**config.mk**
```make
export PLATFORM = sky130hd
export DESIGN_NAME = serial_result_port
export DESIGN_NICKNAME = d
export VERILOG_FILES = /design/src/rtl/serial_result_pkg.sv /design/src/rtl/word_former.sv /design/src/rtl/phase_timer.sv /design/src/rtl/serial_result_port.sv
export SDC_FILE = /design/constraint.sdc
export NUM_CORES = 1
export LEC_CHECK = 0
export ABC_CLOCK_PERIOD_IN_PS = 2100
export BUFFER_PORTS_ARGS = -buffer_cell sky130_fd_sc_hd__buf_2
export CAP_MARGIN = 40
export CORE_UTILIZATION = 52
export DETAILED_ROUTE_END_ITERATION = 10
export PLACE_DENSITY = 0.75
export SLEW_MARGIN = 10
export SYNTH_ARGS = -nofsm -noshare
export SYNTH_HDL_FRONTEND = slang
export SYNTH_SLANG_ARGS = --single-unit
```
**constraint.sdc**
```tcl
create_clock -name clk -period 2.1 [get_ports clk]
set_clock_uncertainty 0.1 [all_clocks]
set_input_delay 0.42 -clock clk [delete_from_list [all_inputs] [get_ports clk]]
set_output_delay 0.42 -clock clk [all_outputs]
set_load 0.05 [all_outputs]
```
**src/rtl/serial_result_pkg.sv**
```systemverilog
package serial_result_pkg;

    // Output coding selected by the coding input.
    typedef enum logic {
        CODE_STRAIGHT = 1'b0,
        CODE_TWOS     = 1'b1
    } code_sel_e;

endpackage

```
**src/rtl/word_former.sv**
```systemverilog
// Clamps the raw result on an out-of-range flag (over wins), then applies the coding.
module word_former
    import serial_result_pkg::*;
#(
    parameter int WORD_W = 16
) (
    input  logic [WORD_W-1:0] raw_i,
    input  logic              over_i,
    input  logic              under_i,
    input  code_sel_e         code_i,
    output logic [WORD_W-1:0] word_o
);
    logic [WORD_W-1:0] clamped;

    always_comb begin
        if (over_i)       clamped = '1;
        else if (under_i) clamped = '0;
        else              clamped = raw_i;

        word_o = clamped;
        if (code_i == CODE_TWOS) word_o[WORD_W-1] = ~clamped[WORD_W-1];
    end
endmodule

```
**src/rtl/phase_timer.sv**
```systemverilog
// Pulses tick_o on the last master clock of each serial clock phase while run_i is high.
module phase_timer #(
    parameter int HALF_CYC = 2
) (
    input  logic clk,
    input  logic rst_n,
    input  logic run_i,
    output logic tick_o
);
    localparam int CW = (HALF_CYC > 1) ? $clog2(HALF_CYC) : 1;

    logic [CW-1:0] cnt_d, cnt_q;

    always_comb begin
        tick_o = run_i && (cnt_q == CW'(HALF_CYC - 1));
        if (!run_i || tick_o) cnt_d = '0;
        else                  cnt_d = cnt_q + 1'b1;
    end

    always_ff @(posedge clk) begin
        if (!rst_n) cnt_q <= '0;
        else        cnt_q <= cnt_d;
    end
endmodule

```
**src/rtl/serial_result_port.sv**
```systemverilog
module serial_result_port
    import serial_result_pkg::*;
#(
    parameter int WORD_W   = 16,
    parameter int HALF_CYC = 2
) (
    input  logic              clk,
    input  logic              rst_n,
    input  logic              start_i,
    input  logic [WORD_W-1:0] result_i,
    input  logic              over_i,
    input  logic              under_i,
    input  logic              twos_i,
    output logic              sclk_o,
    output logic              sdata_o,
    output logic              frame_n_o,
    output logic              busy_o
);
    localparam int BW = (WORD_W > 1) ? $clog2(WORD_W) : 1;

    typedef struct packed {
        logic              active;
        logic              sclk;
        logic              frame_n;
        logic [WORD_W-1:0] shreg;
        logic [BW-1:0]     bits_left;
    } port_state_t;

    port_state_t       st_d, st_q;
    logic [WORD_W-1:0] formed;
    logic              tick;

    word_former #(.WORD_W(WORD_W)) u_former (
        .raw_i   (result_i),
        .over_i  (over_i),
        .under_i (under_i),
        .code_i  (code_sel_e'(twos_i)),
        .word_o  (formed)
    );

    phase_timer #(.HALF_CYC(HALF_CYC)) u_timer (
        .clk    (clk),
        .rst_n  (rst_n),
        .run_i  (st_q.active),
        .tick_o (tick)
    );

    always_comb begin
        st_d = st_q;
        if (!st_q.active) begin
            // Idle: a start pulse opens the frame with the first low phase.
            if (start_i) begin
                st_d.active    = 1'b1;
                st_d.frame_n   = 1'b0;
                st_d.sclk      = 1'b0;
                st_d.shreg     = formed;
                st_d.bits_left = BW'(WORD_W - 1);
            end
        end else if (tick) begin
            if (!st_q.sclk) begin
                st_d.sclk = 1'b1;                 // sampling edge
            end else if (st_q.bits_left == '0) begin
                st_d.active  = 1'b0;              // trailing high phase done
                st_d.frame_n = 1'b1;
            end else begin
                st_d.sclk      = 1'b0;            // next bit on falling edge
                st_d.shreg     = {st_q.shreg[WORD_W-2:0], 1'b0};
                st_d.bits_left = st_q.bits_left - 1'b1;
            end
        end
    end

    always_ff @(posedge clk) begin
        if (!rst_n) begin
            st_q.active    <= 1'b0;
            st_q.sclk      <= 1'b1;
            st_q.frame_n   <= 1'b1;
            st_q.shreg     <= '0;
            st_q.bits_left <= '0;
        end else begin
            st_q <= st_d;
        end
    end

    assign sclk_o    = st_q.sclk;
    assign frame_n_o = st_q.frame_n;
    assign busy_o    = st_q.active;
    assign sdata_o   = st_q.active & st_q.shreg[WORD_W-1];
endmodule

```
==> run metrics <==
status=complete, no violations; most frequently used flop master after synthesis=dfxtp_1; synth-to-layout area growth=14.95%; Synth Area in Adders=between 2 and 2.5%; Inserted Clock Buffers=3; Mapped Area=1139 um^2; die width=between 40 and 50 um; # DRC=0; Port Buffers=25; Synth Area per Inst=7.799 um^2; Longest Clk Path Bufs=2; Power Dens Cells=between 600 and 700 nW/um^2; Max H-tree Level=1; Relative slew margins=66.44%; DPL Wire Length=~1.7 mm; Cells after Synth=146; DR pass1 iterations=4; Via Count=1045; Worst Setup SP=st_q[0]$_SDFFE_PN0P_; Max-Cap Viols=0; Synth Area in XOR/XNOR=0%; share of cells above drive strength 1=20.71%; syn_nets=170; fmax=between 500 and 600 MHz; full die area=between 2000 and 2500 um^2; placer congestion estimate=0.7890; Simple-Gate Fraction of Synth Area=26.37%; period utilization=91.34%; CTS tree=yes; largest net degree at the start of global routing=23; clk root buf=clkbuf_4; grt total ovfl=0; vias per cell=5.332; Final TNS setup=0 ps; critical path data arrival time=roughly 2100 ps; first-pass GRT wire length=4.146 mm; FF/Latch Area=480.5 um^2; Final WS setup=181.8 ps; n_diodes=0; final hold slack=252.7 ps; CP Class=flop to flop; clock sinks=24; routed len/inst=12.13 um; fillers=about 190; DP Worst Slack=209.3 ps; Core ar.=roughly 2000 um^2; post-synth cell types=27; Yosys top cell area share=between 40% and 50%; CTS Hold Bufs=0; total routed wirelength=2.378 mm; area of the multi-input gates=605.6 um^2; Tmin final=about 1900 ps; critical path endpoint category=flop; setup violators final=0; DR iter-0 viols=17; initial core utilization=56.88%; HP Class=input port to flop; Critical Path RT=about 2200 ps; dominant cell type by area after synthesis=dfxtp_1; largest family of logic cells by synthesized area=simple AND/OR/NAND/NOR gates; Top Ports=26; CP startpoint kind=flop; Reg-to-Reg Start=st_q[0]$_SDFFE_PN0P_; Clk pin slew, worst setup/hold paths=between 100 and 150 ps; Site Rows=16; r2r setup slk=~180 ps; initial antenna violation count=0; mux cell area share after synthesis=0%; Yosys reg bits=24; Post-synth EDFFs=0; vias in the first global route=just under 1000; Synth async-reset ratio=0%; synth warn=0; Seq/Total Area, Yosys=42.20%; Die H=~50 um; final net count=between 150 and 200; ranking of synthesized cells by area=dfxtp_1 42%, nand2_1 9.9%, nor2b_1 9.3%; overall routing resource usage=22.30%; Clk Latency, worst-skew pair=310 ps; post-CTS setup buffer count=0; max-slew violations=0; P_leak=0.0005054 uW; hold_sp=rst_n; ANT nets after route=0; worst vdd ir=327.6 uV; Compound-Gate Fraction of Synth Area=around a quarter; Fin. Hold Viols=0; Post-CTS Resized=0; Worst Path Max Fanout=22; RSZ-0062 raised after global routing=no; pin slew with the least headroom to its limit=500.3 ps
path summary, 6_finish.rpt:
| path | endpoint | depth (start not counted) |
|---|---|---|
| min reg2reg | st_q[9]$_SDFFE_PN0P_ | 2 |
| max | st_q[4]$_SDFFE_PN0P_ | 6 |
| max reg2reg | st_q[4]$_SDFFE_PN0P_ | 6 |
| min | frame_n_o$_SDFFE_PN1P_ | 2 |
synthesized netlist by cell type (all sizes together) (2+ instances only):
cell and n:
buf 3, dfxtp 24, nand3 2, a31oi 15, nand2 30, nor2b 17
or3b 2, a21oi 4, ha 2, a311oi 2, and2 2, clkbuf 6
o21ai 21, a211oi 3, nor2 5, inv 2
cells by family (layout without fill, tap and decap cells):
group / count (synthesis) / count (layout)
DFF: 24 / 24
adders and majority gates: 2 / 2
buffers and inverters: 12 / 35
and+or+nand+nor: 61 / 61
AOI/OAI and AO/OA: 47 / 47
routing by layer:
| layer | wire length [um] | global-route usage (%) | vias to the layer above |
|---|---|---|---|
| met2 | 1113 | 39.58 | 17 |
| met1 | 1180 | 26.57 | 468 |
| met3 | 54 | 2.804 | 4 |
| met4 | 29 | 10.29 | 0 |
| met5 | 0 | 0 | - |
| li1 | - | - | 556 |
area by class of cell:
cell class	instances	share of cell area, %
Timing Repair Buffer	29	11.85
Multi-Input combinational cell	110	46.27
Tap cell	27	2.581
Sequential cell	24	36.71
Clock buffer	3	1.721
Inverter	3	0.8604
cells in the final DEF (no fill, tap or decap):
| cell | synthesis | routed |
|---|---|---|
| and3_1 | 1 | 1 |
| a311oi_1 | 2 | 2 |
| nor2_1 | 5 | 5 |
| nor3_1 | 1 | 1 |
| or3b_4 | 1 | 1 |
| buf_4 | 1 | 4 |
| a21oi_2 | 1 | 1 |
| dfxtp_1 | 24 | 24 |
| or3_1 | 1 | 1 |
| a31oi_1 | 15 | 15 |
| ha_1 | 2 | 2 |
| clkinv_1 | 1 | 1 |
| a21oi_1 | 3 | 3 |
| buf_2 | 2 | 25 |
| clkbuf_4 | 0 | 3 |
| a21o_1 | 1 | 1 |
| o21ai_0 | 21 | 21 |
| nor2b_1 | 17 | 17 |
| a211oi_1 | 3 | 3 |
| nand3_1 | 2 | 2 |
| nand2_1 | 30 | 30 |
| or3b_1 | 1 | 1 |
| o311a_1 | 1 | 1 |
| and2_1 | 1 | 1 |
| inv_1 | 2 | 2 |
| and2_4 | 1 | 1 |
critical path, stage by stage, from the launching register on:
cell	delay, ps
dfxtp_1	360
inv_1	90
ha_1	140
or3b_4	400
and2_4	220
or3b_1	400
a21oi_1	140
flip-flops by register name (all words and copies together), names as in the netlist:
signal         flops
u_timer.cnt_q      1
st_q              20
busy_o             1
sclk_o             1
frame_n_o          1
power breakdown:
group / switching [uW] / total (uW) / internal, uW
registers: 23.8 / 514 / 490
clock network: 130 / 197 / 67.0
logic: 94.5 / 164 / 69.6
total: 248 / 875 / 627
stage by stage:
stage                     area [um^2]  instances  util, %  total power [uW]
final                            1309        196    65.38             875.2
after global routing             1309        196    65.38             923.0
after CTS                        1309        196    65.38             879.8
after detailed placement         1286        193    64.25             688.9
after global placement           1286        193    64.25             680.2
after floorplan                  1139        146        -             632.9
(Power assumes the default switching activity.)
